==> config.mk <==
export PLATFORM = sky130hd
export DESIGN_NAME = wp_guard
export DESIGN_NICKNAME = d
export VERILOG_FILES = /design/src/rtl/wp_pkg.sv /design/src/rtl/wp_lock_decode.sv /design/src/rtl/wp_access_check.sv /design/src/rtl/wp_state.sv /design/src/rtl/wp_guard.sv
export SDC_FILE = /design/constraint.sdc
export NUM_CORES = 1
export LEC_CHECK = 0
export BUFFER_PORTS_ARGS = -buffer_cell sky130_fd_sc_hd__buf_2
export CAP_MARGIN = 20
export CORE_ASPECT_RATIO = 1.25
export CORE_UTILIZATION = 35
export CTS_CLUSTER_SIZE = 8
export DETAILED_ROUTE_END_ITERATION = 8
export MAX_ROUTING_LAYER = met4
export PLACE_DENSITY = 0.74
export SYNTH_ARGS = -nofsm -noshare
export SYNTH_HDL_FRONTEND = slang
export SYNTH_HIERARCHICAL = 1
export SYNTH_SLANG_ARGS = --single-unit
==> constraint.sdc <==
create_clock -name clk -period 2.1 [get_ports clk]
set_input_delay 0.21 -clock clk [delete_from_list [all_inputs] [get_ports clk]]
set_output_delay 0.21 -clock clk [all_outputs]
set_load 0.02 [all_outputs]
==> src/rtl/wp_pkg.sv <==
package wp_pkg;
  localparam logic [7:0] RESV_MASK    = 8'b0110_0001;
  localparam logic [7:0] CMD_SET_WEL  = 8'b0000_0010;
  localparam logic [7:0] CMD_SET_RWEL = 8'b0000_0110;
  localparam logic [7:0] CMD_CLR_WEL  = 8'b0000_0000;

  typedef struct packed {
    logic       wpen;
    logic [1:0] bl;
    logic       rwel;
    logic       wel;
  } prot_t;

  function automatic logic [7:0] f_pack(prot_t p);
    return {p.wpen, 2'b00, p.bl, p.rwel, p.wel, 1'b0};
  endfunction

  // quad: the two top bits of the array address
  function automatic logic f_locked(logic [1:0] bl, logic [1:0] quad);
    case (bl)
      2'b00:   return 1'b0;
      2'b01:   return quad == 2'b11;
      2'b10:   return quad[1];
      default: return 1'b1;
    endcase
  endfunction
endpackage

==> src/rtl/wp_lock_decode.sv <==
module wp_lock_decode
  import wp_pkg::*;
(
  input  logic [1:0] bl,
  input  logic [1:0] quad,
  output logic       locked
);
  assign locked = f_locked(bl, quad);
endmodule

==> src/rtl/wp_access_check.sv <==
module wp_access_check
  import wp_pkg::*;
#(
  parameter int ADDR_W = 16,
  parameter int ARR_W  = 12
) (
  input  logic              data_ev,
  input  logic [ADDR_W-1:0] data_addr,
  input  logic [7:0]        data_byte,
  input  logic              first,
  input  prot_t             st,
  output logic              is_reg,
  output logic              reg_take,
  output logic              arr_locked,
  output logic              ack,
  output logic              arr_ok
);
  logic resv_bad;

  assign is_reg   = &data_addr;
  assign resv_bad = |(data_byte & RESV_MASK);

  wp_lock_decode u_lock (
    .bl     (st.bl),
    .quad   (data_addr[ARR_W-1 -: 2]),
    .locked (arr_locked)
  );

  assign reg_take = data_ev && is_reg && first && !resv_bad;
  assign ack      = is_reg ? reg_take : (data_ev && st.wel);
  assign arr_ok   = data_ev && !is_reg && st.wel && !arr_locked;
endmodule

==> src/rtl/wp_state.sv <==
module wp_state
  import wp_pkg::*;
(
  input  logic       clk,
  input  logic       rst_n,
  input  logic       pwr_up,
  input  logic       wp_pin,
  input  logic       start_ev,
  input  logic       stop_ev,
  input  logic       data_ev,
  input  logic       wc_done,
  input  logic       reg_take,
  input  logic       arr_ok,
  input  logic [7:0] data_byte,
  output prot_t      st,
  output logic       first,
  output logic       reg_commit,
  output logic       nv_start
);
  logic       pend_reg, pend_arr;
  logic [7:0] pend_byte;
  logic       hw_block;

  assign hw_block   = wp_pin && st.wpen;
  assign reg_commit = stop_ev && pend_reg && st.rwel && !pend_byte[2]
                      && pend_byte[1] && !hw_block;
  assign nv_start   = (stop_ev && pend_arr) || reg_commit;

  always_ff @(posedge clk or negedge rst_n) begin
    if (!rst_n) begin
      st        <= '0;
      first     <= 1'b1;
      pend_reg  <= 1'b0;
      pend_arr  <= 1'b0;
      pend_byte <= '0;
    end else if (pwr_up) begin
      st.wel    <= 1'b0;
      st.rwel   <= 1'b0;
      first     <= 1'b1;
      pend_reg  <= 1'b0;
      pend_arr  <= 1'b0;
    end else begin
      if (start_ev || stop_ev) begin
        first    <= 1'b1;
        pend_reg <= 1'b0;
        pend_arr <= 1'b0;
      end else if (data_ev) begin
        first <= 1'b0;
        if (reg_take) begin
          pend_reg  <= 1'b1;
          pend_byte <= data_byte;
        end
        if (arr_ok) pend_arr <= 1'b1;
      end
      if (wc_done) st.rwel <= 1'b0;
      if (stop_ev && pend_reg) begin
        if (st.rwel) begin
          if (reg_commit) begin
            st.wpen <= pend_byte[7];
            st.bl   <= pend_byte[4:3];
          end
        end else begin
          case (pend_byte)
            CMD_SET_WEL:  st.wel <= 1'b1;
            CMD_SET_RWEL: if (st.wel) st.rwel <= 1'b1;
            CMD_CLR_WEL:  st.wel <= 1'b0;
            default:      ;
          endcase
        end
      end
    end
  end
endmodule

==> src/rtl/wp_guard.sv <==
module wp_guard
  import wp_pkg::*;
#(
  parameter int ADDR_W = 16,
  parameter int ARR_W  = 12
) (
  input  logic              clk,
  input  logic              rst_n,
  input  logic              pwr_up,
  input  logic              wp_pin,
  input  logic              start_ev,
  input  logic              stop_ev,
  input  logic              data_ev,
  input  logic [ADDR_W-1:0] data_addr,
  input  logic [7:0]        data_byte,
  input  logic              rd_ev,
  input  logic [ADDR_W-1:0] rd_addr,
  input  logic              wc_done,
  output logic              data_ack,
  output logic              arr_wr_ok,
  output logic              nv_start,
  output logic              cnt_clr,
  output logic [7:0]        reg_value
);
  prot_t st;
  logic  first, is_reg, reg_take, arr_locked, reg_commit;

  wp_access_check #(.ADDR_W(ADDR_W), .ARR_W(ARR_W)) u_acc (
    .data_ev    (data_ev),
    .data_addr  (data_addr),
    .data_byte  (data_byte),
    .first      (first),
    .st         (st),
    .is_reg     (is_reg),
    .reg_take   (reg_take),
    .arr_locked (arr_locked),
    .ack        (data_ack),
    .arr_ok     (arr_wr_ok)
  );

  wp_state u_st (
    .clk        (clk),
    .rst_n      (rst_n),
    .pwr_up     (pwr_up),
    .wp_pin     (wp_pin),
    .start_ev   (start_ev),
    .stop_ev    (stop_ev),
    .data_ev    (data_ev),
    .wc_done    (wc_done),
    .reg_take   (reg_take),
    .arr_ok     (arr_wr_ok),
    .data_byte  (data_byte),
    .st         (st),
    .first      (first),
    .reg_commit (reg_commit),
    .nv_start   (nv_start)
  );

  assign cnt_clr   = rd_ev && (&rd_addr);
  assign reg_value = f_pack(st);
endmodule

* Word level (Yosys, flattened, before mapping) *
Index checks and enable logic that the tools add are counted.

storage, ports and cells
  logic and storage cells = 73
  bits of input ports = 49
  register bits after elaboration = 16

cells by class
  mux-type cells = 20
  eq/ne operators = 6
  reductions and logical operators = 37
  bitwise operators = 2

operator list
  kind                number
  $reduce_and 16->1   2
  $logic_and 1x1->1   15
  $mux 1              15
  $reduce_bool 3->1   4
  $eq 8x2->1 const B  1
  $eq 8x3->1 const B  1
  $logic_not 8->1     1
  $reduce_and 4->1    2
  $mux 2              3
  $logic_not 1->1     5
  $eq 2x2->1 const B  2
  $reduce_and 2->1    2
  $pmux 1 s3          1
  $reduce_and 3->1    1
  $reduce_or 3->1     1
  $eq 2x1->1 const B  1
  $logic_not 2->1     1
  $logic_or 1x1->1    2
  $ne 2x2->1 const B  1
  $not 1->1           2
  $pmux 1 s2          1
  $reduce_bool 2->1   1

* Logic depth before layout (Yosys ltp) *
Gate-level depths: netlist of run 1.

  word-level depth = 9
  gate-level depth with buffers = 6
  gate-level depth less buffers = 6

* Cells and area by module *
The synthesis of run 1 kept the hierarchy.

by module, submodules not included
  module           instances  cells an instance  area an instance (sq um)
  wp_state         1          51                 708.2
  wp_access_check  1          12                 75.1
  wp_guard         1          10                 70.1
  wp_lock_decode   1          3                  13.8

* Least setup slack after synthesis of run 1 *
OpenSTA, ideal clock, no wires.

  kind = reg2reg
  start point = register u_st.first
  end point = register u_st.pend_byte[0]
  setup slack = 0.324 ns
  period minus slack after synthesis = 1.776 ns
  data arrival time = 1.651 ns
  data required time = 1.975 ns
  cell stages (with the launch flop) = 7
  buffers on the path = 1
  path through = dfstp_2 > nand2_1 > or4_1 > nor2_1 > and3_1 > buf_4 > mux2_2

on the way
  word-level cells in the longest chain between the ends = 3

ends and longest elaborated chain
  item                               RTL line               text
  start: declaration                 wp_state.sv:16         output logic first,
  start signal: assignment           wp_state.sv:32         first <= 1'b1;
  start signal: assignment           wp_state.sv:39         first <= 1'b1;
  start signal: assignment           wp_state.sv:44         first <= 1'b1;
  $logic_and 1x1->1 (2 in a row)     wp_access_check.sv:29  assign reg_take = data_ev && is_reg && first && !resv_bad;
  via reg_take                       wp_guard.sv:26         logic first, is_reg, reg_take, arr_locked, reg_commit;
  $reduce_and 4->1 (no source line)  --
  end signal: assignment             wp_state.sv:51         pend_byte <= data_byte;
  end: declaration                   wp_state.sv:21         logic [7:0] pend_byte;

The timed path passes the listed nets, and every way through them passes these cells.
A chain may end at the register's enable or synchronous reset.

* Worst setup path in the final report of run 1 *
  start point = register u_st.first
  end point = register u_st.pend_byte[6]

The elaborated chain is that of the path after synthesis.

==> metrics list, run 1 <==
- The die covers 2682 sq um.
- Routed via count: 853
- Wire length of the first global-routing pass: 3525 microns
* Fmax: 530.6 MHz
- The worst register-to-register path begins at u_st/first.
* Primary FF master, synth: sky130_fd_sc_hd__dfrtp_1
- Number of placed I/O pins: 61
- The worst hold path begins at data_byte[1].
* TritonCTS clock tree: built
- In this run the number of H-tree levels came out at 1.
* Post-layout total power: 538.0 uW
- The share of the Yosys chip area taken by registers is 0.4632.
* Peak VDD IR: 0.0005997 V
* Met3 usage in global routing: 0.02804
* Number of antenna violations at the first check in global routing: 0
- DRC viols: 0
- Worst reg2reg endpoint: u_st/pend_byte[6]
- Setup repair after global routing left no endpoint under its margin.
- Arrival time of data at the critical path endpoint: 2.04 ns
* Post-DP HPWL: 1872 microns
- Each instance of the synthesized netlist takes up on average 11.41 sq um.
- Wires add up to 2154 microns.
- Measured along the y axis, the die boundary spans 57.65 microns.
* Buffers on Ports: 57
- Relative slew margins: 0.6244
- After the last flow step, the layout net total stands at 187.
- Total placed instance area: 1176 sq um
- The number of clock buffers added by TritonCTS is 3.
* Leading cell types in the layout, fill and taps excluded: sky130_fd_sc_hd__buf_2, sky130_fd_sc_hd__dfrtp_1, sky130_fd_sc_hd__mux2_2, sky130_fd_sc_hd__nand4_1
- Max-cap violation count: 0
- Combined area of the multi-input logic cells: 431.7 sq um
* Max FFs per register: 8
- Yosys mapped a number of flops with a built-in enable equal to 0.
- For this run, the detailed router's first-pass iteration total came to 4.
- CTS placed an instance of sky130_fd_sc_hd__clkbuf_4 at the clock tree root.
- Gr usage total: 0.1828
* Distinct cell type count after synthesis: 32
- Capturing element type of the critical path: register
- The worst hold path belongs to the class input port to register.
- Count of final max-slew check failures: 0
- Ranking of synthesized cells by area: sky130_fd_sc_hd__dfrtp_1, sky130_fd_sc_hd__mux2_2, sky130_fd_sc_hd__nand4_1
- The initialized floorplan defines 19 standard-cell rows.
* Skew-Pair Late Insertion Delay: 0.27 ns
- The critical path is of the register to register type.
- Count of nets left with antenna violations after detail routing: 0
- Horizontal die dimension: 46.52 microns
- Required time reported for the critical path endpoint: 2.26 ns
- The area growth from synthesis to layout is 39.97%.
- Areal power density over the cells: 443.3 nW/um^2
- The core region is 2258 sq um.
- FF+latch area: 401.6 sq um
* Initial core utilization: 0.3839
* Final standard cell area without fillers: 1214 sq um
- Async set-reset flop share out of synthesis: 1.000
- Cell count of the worst hold path: 2
* Share of post-route cells with drive strength above 1: 0.5839
- The flow ran to the end, and the final reports show no timing, DRC or antenna violations.
* Clk_skew: 0.006229 ns
- Met2 track demand over resource: 0.3710
- Startpoint kind of the worst setup timing path: register
- Post-synthesis instance area: 867.1 sq um
* Synth Instances: 76
- Sink count of the clock tree: 16
- After the first detailed-routing iteration, the DRC count stood at 7.
- Setup_tns: 0 ns
- Entering global routing, the biggest net connects 17 pins.
* Via-per-instance ratio: 5.077
* Worst-Margin Slew: 0.5583 ns
- Registers with the most flip-flops: u_st/pend_byte x8, u_st/st x5
* Total global routing overflow: 0
- The library cell used most frequently in the layout, excluding fill and tap cells, is sky130_fd_sc_hd__buf_2.
* Max FO, Critical Path: 9
- The filler cells instantiated in the layout total 224.
- Depth of the worst register-to-register path: 5
* Antenna diode count: 0
* Number of global-route vias before repair: 916
- Clock buffer depth: 2
* Register-to-register path setup slack: 0.22 ns
* Routability congestion estimate: 0.7897
- Final period util: 0.8975
- Routed length per placed instance: 12.82 microns
* Setup violations, final: 0
- Clock Pin Slew Worst Setup and Hold Paths: 0.09 ns
* Count of final hold-check violations: 0
* Shortest clock period the worst path allows after layout: 1.885 ns
- M1 GR Usage: 0.1731
- Counting flops and latches in the post-synthesis netlist gives 16.
- Endpoint of the worst hold-timing path: u_st/pend_byte[1]
- Summed over all instances, the cell type with the most area after synthesis is sky130_fd_sc_hd__dfrtp_1.
- Across all hold checks on the routed design, the worst slack comes to 0.1618 ns.
- The layer flagged by global routing as most heavily used is met2.
- More flip-flops sit in one register than any other, and that register is u_st/pend_byte.
- The share of synthesized area in the top cell type comes to 0.4329.
* Ys Warns: 6
- Leakage power: 0.0006638 uW
## report_power, final
group / switching [uW] / internal (uW) / total (uW)
Clock: 86.8 / 73.4 / 160
Combinational: 31.6 / 37.0 / 68.7
Sequential: 0.243 / 309 / 309
## cell families after synthesis
logic type             synth area share
buffers and inverters           0.04906
AND/OR/NAND/NOR                  0.2294
flip-flops                       0.4632
multiplexers                     0.1544
other                          0.004325
AO/OA/AOI/OAI                   0.09956
## worst max path at each step
stage	startpoint	endpoint	slack [ns]
after floorplan	u_st/first	u_st/pend_byte[0]	0.32
after global placement	u_st/first	u_st/pend_byte[2]	0.16
after detailed placement	u_st/first	u_st/pend_byte[6]	0.11
after CTS	u_st/first	u_st/pend_byte[6]	0.1
after global routing	u_st/first	u_st/pend_byte[6]	0.11
final	u_st/first	u_st/pend_byte[6]	0.22
## stage by stage
step,util,setup WS (ns),cells
3_5_place_dp,0.5208,0.1053,163
3_3_place_gp,0.5208,0.1593,163
6_report,0.5374,0.2152,168
4_1_cts,0.5368,0.09618,168
2_1_floorplan,-,0.3244,78
5_1_grt,0.5374,0.1126,168
## cells in the mapped netlist, drive strengths merged, types with 3 or more instances
master / n
mux2: 11
buf: 4
nand3: 3
nand2: 3
nand4: 8
dfrtp: 15
## area by class of cell
class	instances	share of cell area
Tap cell	31	0.03196
Sequential cell	16	0.3309
Timing Repair Buffer	59	0.2495
Inverter	3	0.01031
Multi-Input combinational cell	55	0.3557
Clock buffer	4	0.02165
## worst max-delay path: stages (launching register included)
cell	delay, ns
sky130_fd_sc_hd__dfstp_2	0.53
sky130_fd_sc_hd__nand2_1	0.04
sky130_fd_sc_hd__or4_1	0.43
sky130_fd_sc_hd__nor2_1	0.10
sky130_fd_sc_hd__and3_2	0.31
sky130_fd_sc_hd__mux2_2	0.36
## per-layer routing
layer	wire, microns	part of all wire
met1	830	0.39
met2	1205	0.56
met3	118	0.055
met4	0	0
met5	0	0
## repair_timing
action / 4_1_cts / 5_1_grt
hold buffers: 1 / 0
buffers inserted: 0 / 0
hold endpoints to repair: 15 / 0
gates resized for setup: 0 / 1
endpoints found under the setup margin: 0 / 4
Note: power is estimated with default switching activity, not from simulation.
==> run 2: changes to the inputs <==
- SETUP_SLACK_MARGIN: default -> 0.5
==> metrics list, run 2 (same netlist as run 1, synthesis figures left out) <==
- Outcome: complete, no violations
- Die ar.: 2682 sq um (unchanged)
- Leading cell types in the layout, fill and taps excluded: sky130_fd_sc_hd__buf_2, sky130_fd_sc_hd__dfrtp_1, sky130_fd_sc_hd__mux2_2, sky130_fd_sc_hd__nand4_1, sky130_fd_sc_hd__buf_4
- Worst reg2reg endpoint: u_st/pend_byte[2]
- The count of nets left with antenna violations after detail routing came to 0 (unchanged).
- The via count of the first global-routing pass came to 873 (-4.7%).
- The final net count came to 189 (+1.1%).
- Worst-Margin Slew: 0.5272 ns (-0.03110 ns)
* Fmax: 535.7 MHz (+0.96%)
* Area growth from synthesis to layout: 46.03%
- The floorplan row count came to 19 (unchanged).
- The total congestion overflow was 0 (unchanged).
- CTS Root Cell: sky130_fd_sc_hd__clkbuf_4
* Wire length reported by the detailed router: 2268 microns (+5.3%)
* Skew-Pair Late Insertion Delay: 0.29 ns (+0.02 ns)
- Routability congestion estimate: 0.7473 (-5.4%)
* Arrival time of data at the critical path endpoint: 2.04 ns (about the same)
- DRC viols: 0 (unchanged)
* Count of final hold-check violations: 0 (unchanged)
- The number of antenna diodes was 0 (unchanged).
- The proportion of layout cells with a drive suffix above 1 came to 0.6331 (+0.04915).
- Number of antenna violations at the first check in global routing: 0 (unchanged)
* Count of final max-slew check failures: 0 (unchanged)
- Routed via count: 849 (-0.47%)
- Shortest clock period the worst path allows after layout: 1.867 ns (-0.01792 ns)
* Launching point of the worst reg2reg path: u_st/first
- The reported leakage power was 0.0006824 uW (+2.8%).
- Setup_tns: 0 ns (unchanged)
- Horizontal die dimension: 46.52 microns (unchanged)
- Gr usage total: 0.1896 (+0.006835)
* Via-per-instance ratio: 4.994 (-1.6%)
* Wire length of the first global-routing pass: 3491 microns (-0.96%)
- The maximum clock insertion buffer count came to 2 (unchanged).
- The count of final setup violators is 0 (unchanged).
* RSZ-0062 raised after global routing: yes
- DRC marker count from the first detailed-route iteration: 3 (-4)
- The number of ports placed on the die boundary is 61 (unchanged).
* Peak VDD IR: 0.0005017 V (-16%)
* Number of clock buffers inserted by TritonCTS: 3 (unchanged)
- Post-route setup slack: 0.2331 ns (+0.01792 ns)
* Largest reg by FF count: u_st/pend_byte
* Worst setup slack before clock tree synthesis: 0.1080 ns (+0.002738 ns)
* Buffers on Ports: 57 (unchanged)
- The worst setup path is of the register to register kind.
* Registers with the most flip-flops: u_st/pend_byte x8, u_st/st x5
* Capturing element type of the critical path: register
- The part of the cycle the worst path needs is 0.8890 (-0.008533).
* Register-to-register path setup slack: 0.23 ns (+0.02 ns)
- Depth of the worst register-to-register path: 5 (unchanged)
* Clk_skew: 0.005773 ns (-0.0004559 ns)
* Required time reported for the critical path endpoint: 2.28 ns (+0.02 ns)
* TritonCTS clock tree: built
- Max FO, Critical Path: 5 (-4)
* Final-layout fill cell count: 212 (-5.4%)
- Relative slew margins: 0.6458 (+0.02146)
- Sink count of the clock tree: 16 (unchanged)
* Core footprint: 2258 sq um (unchanged)
- Crit path from: u_st/first
* Clock Pin Slew Worst Setup and Hold Paths: 0.10 ns (about the same)
- The effective utilization at floorplan came to 0.3839 (unchanged).
- Areal power density over the cells: 460.4 nW/um^2 (+3.9%)
- Following the worst setup path forward leads to its endpoint at u_st/pend_byte[2].
- The flip-flop count of the largest register after layout is 8 (unchanged).
- The library cell used most frequently in the layout, excluding fill and tap cells, is sky130_fd_sc_hd__buf_2.
- The number of maximum-capacitance violations was 0 (unchanged).
- The die extent in y was 57.65 microns (unchanged).
- The maximum level of the CTS H-tree was 1 (unchanged).
- Post-DP HPWL: 1784 microns (-4.7%)
- The maximum number of pins on one net before global-route repair came to 17 (unchanged).
* Hold crit path type: input port to register
- Startpoint kind of the worst setup timing path: register
* Routed length per placed instance: 13.34 microns (+4.1%)
- First-pass detailed-route iteration total: 4 (unchanged)
[run 2: worst max-delay path, stage by stage (launching register included)]
cell	delay [ns]
sky130_fd_sc_hd__dfstp_2	0.55
sky130_fd_sc_hd__nand2_2	0.05
sky130_fd_sc_hd__or4_4	0.43
sky130_fd_sc_hd__nor2_2	0.13
sky130_fd_sc_hd__and3_4	0.24
sky130_fd_sc_hd__mux2_2	0.35
[run 2: layout make-up]
cell class              count  area [sq um]  share of cell area
clock buffers               4         36.28             0.02866
inverters                   3         12.51            0.009881
multi-input cells          56         460.4              0.3636
flip-flops and latches     16         402.9              0.3182
well taps                  31         38.79             0.03063
repair buffers             60         315.3              0.2490
[run 2: worst min-delay path by stage]
stage                      start           endpoint  slack (ns)  depth (start not counted)
finish                    pwr_up         u_st/st[1]        0.13                          2
global route        data_byte[7]  u_st/pend_byte[7]        0.14                          2
CTS                      data_ev         u_st/first        0.13                          2
detailed placement         rst_n  u_st/pend_byte[7]        0.14                          1
global placement           rst_n         u_st/st[4]        0.14                          1
floorplan                  rst_n      u_st/pend_arr       -0.09                          0
[run 2: power breakdown]
| group | total, uW | switching (uW) | internal, uW |
|---|---|---|---|
| combinational | 69.1 | 32.3 | 36.8 |
| sequential | 309 | 0.395 | 309 |
| clock | 205 | 98.9 | 106 |
| total | 583 | 132 | 451 |
[run 2: per-layer routing]
metal | up-vias | part of all wire | track usage
met2 | 36 | 0.54 | 0.3433
met3 | 4 | 0.059 | 0.03738
met1 | 396 | 0.38 | 0.1765
met5 | - | 0 | -
met4 | 0 | 0.018 | 0.09664
li1 | 413 | - | -
[run 2: through the flow]
stage	utilization	instance area [sq um]	total power (uW)	cells	hold WS [ns]
global route	0.5607	1266	606.9	170	0.1351
finish	0.5607	1266	582.9	170	0.1335
floorplan	-	878.3	330.4	78	-0.08559
global placement	0.5175	1169	379.5	162	0.1350
CTS	0.5452	1231	589.2	167	0.1278
detailed placement	0.5175	1169	381.4	162	0.1437
[run 2: what timing repair did]
| item | CTS | global route |
|---|---|---|
| gates cloned | 0 | 1 |
| setup buffers | 0 | 2 |
| hold endpoints to repair | 15 | 0 |
| resized for setup | 5 | 5 |
| setup endpoints to repair | 11 | 12 |
| hold buffers | 1 | 0 |
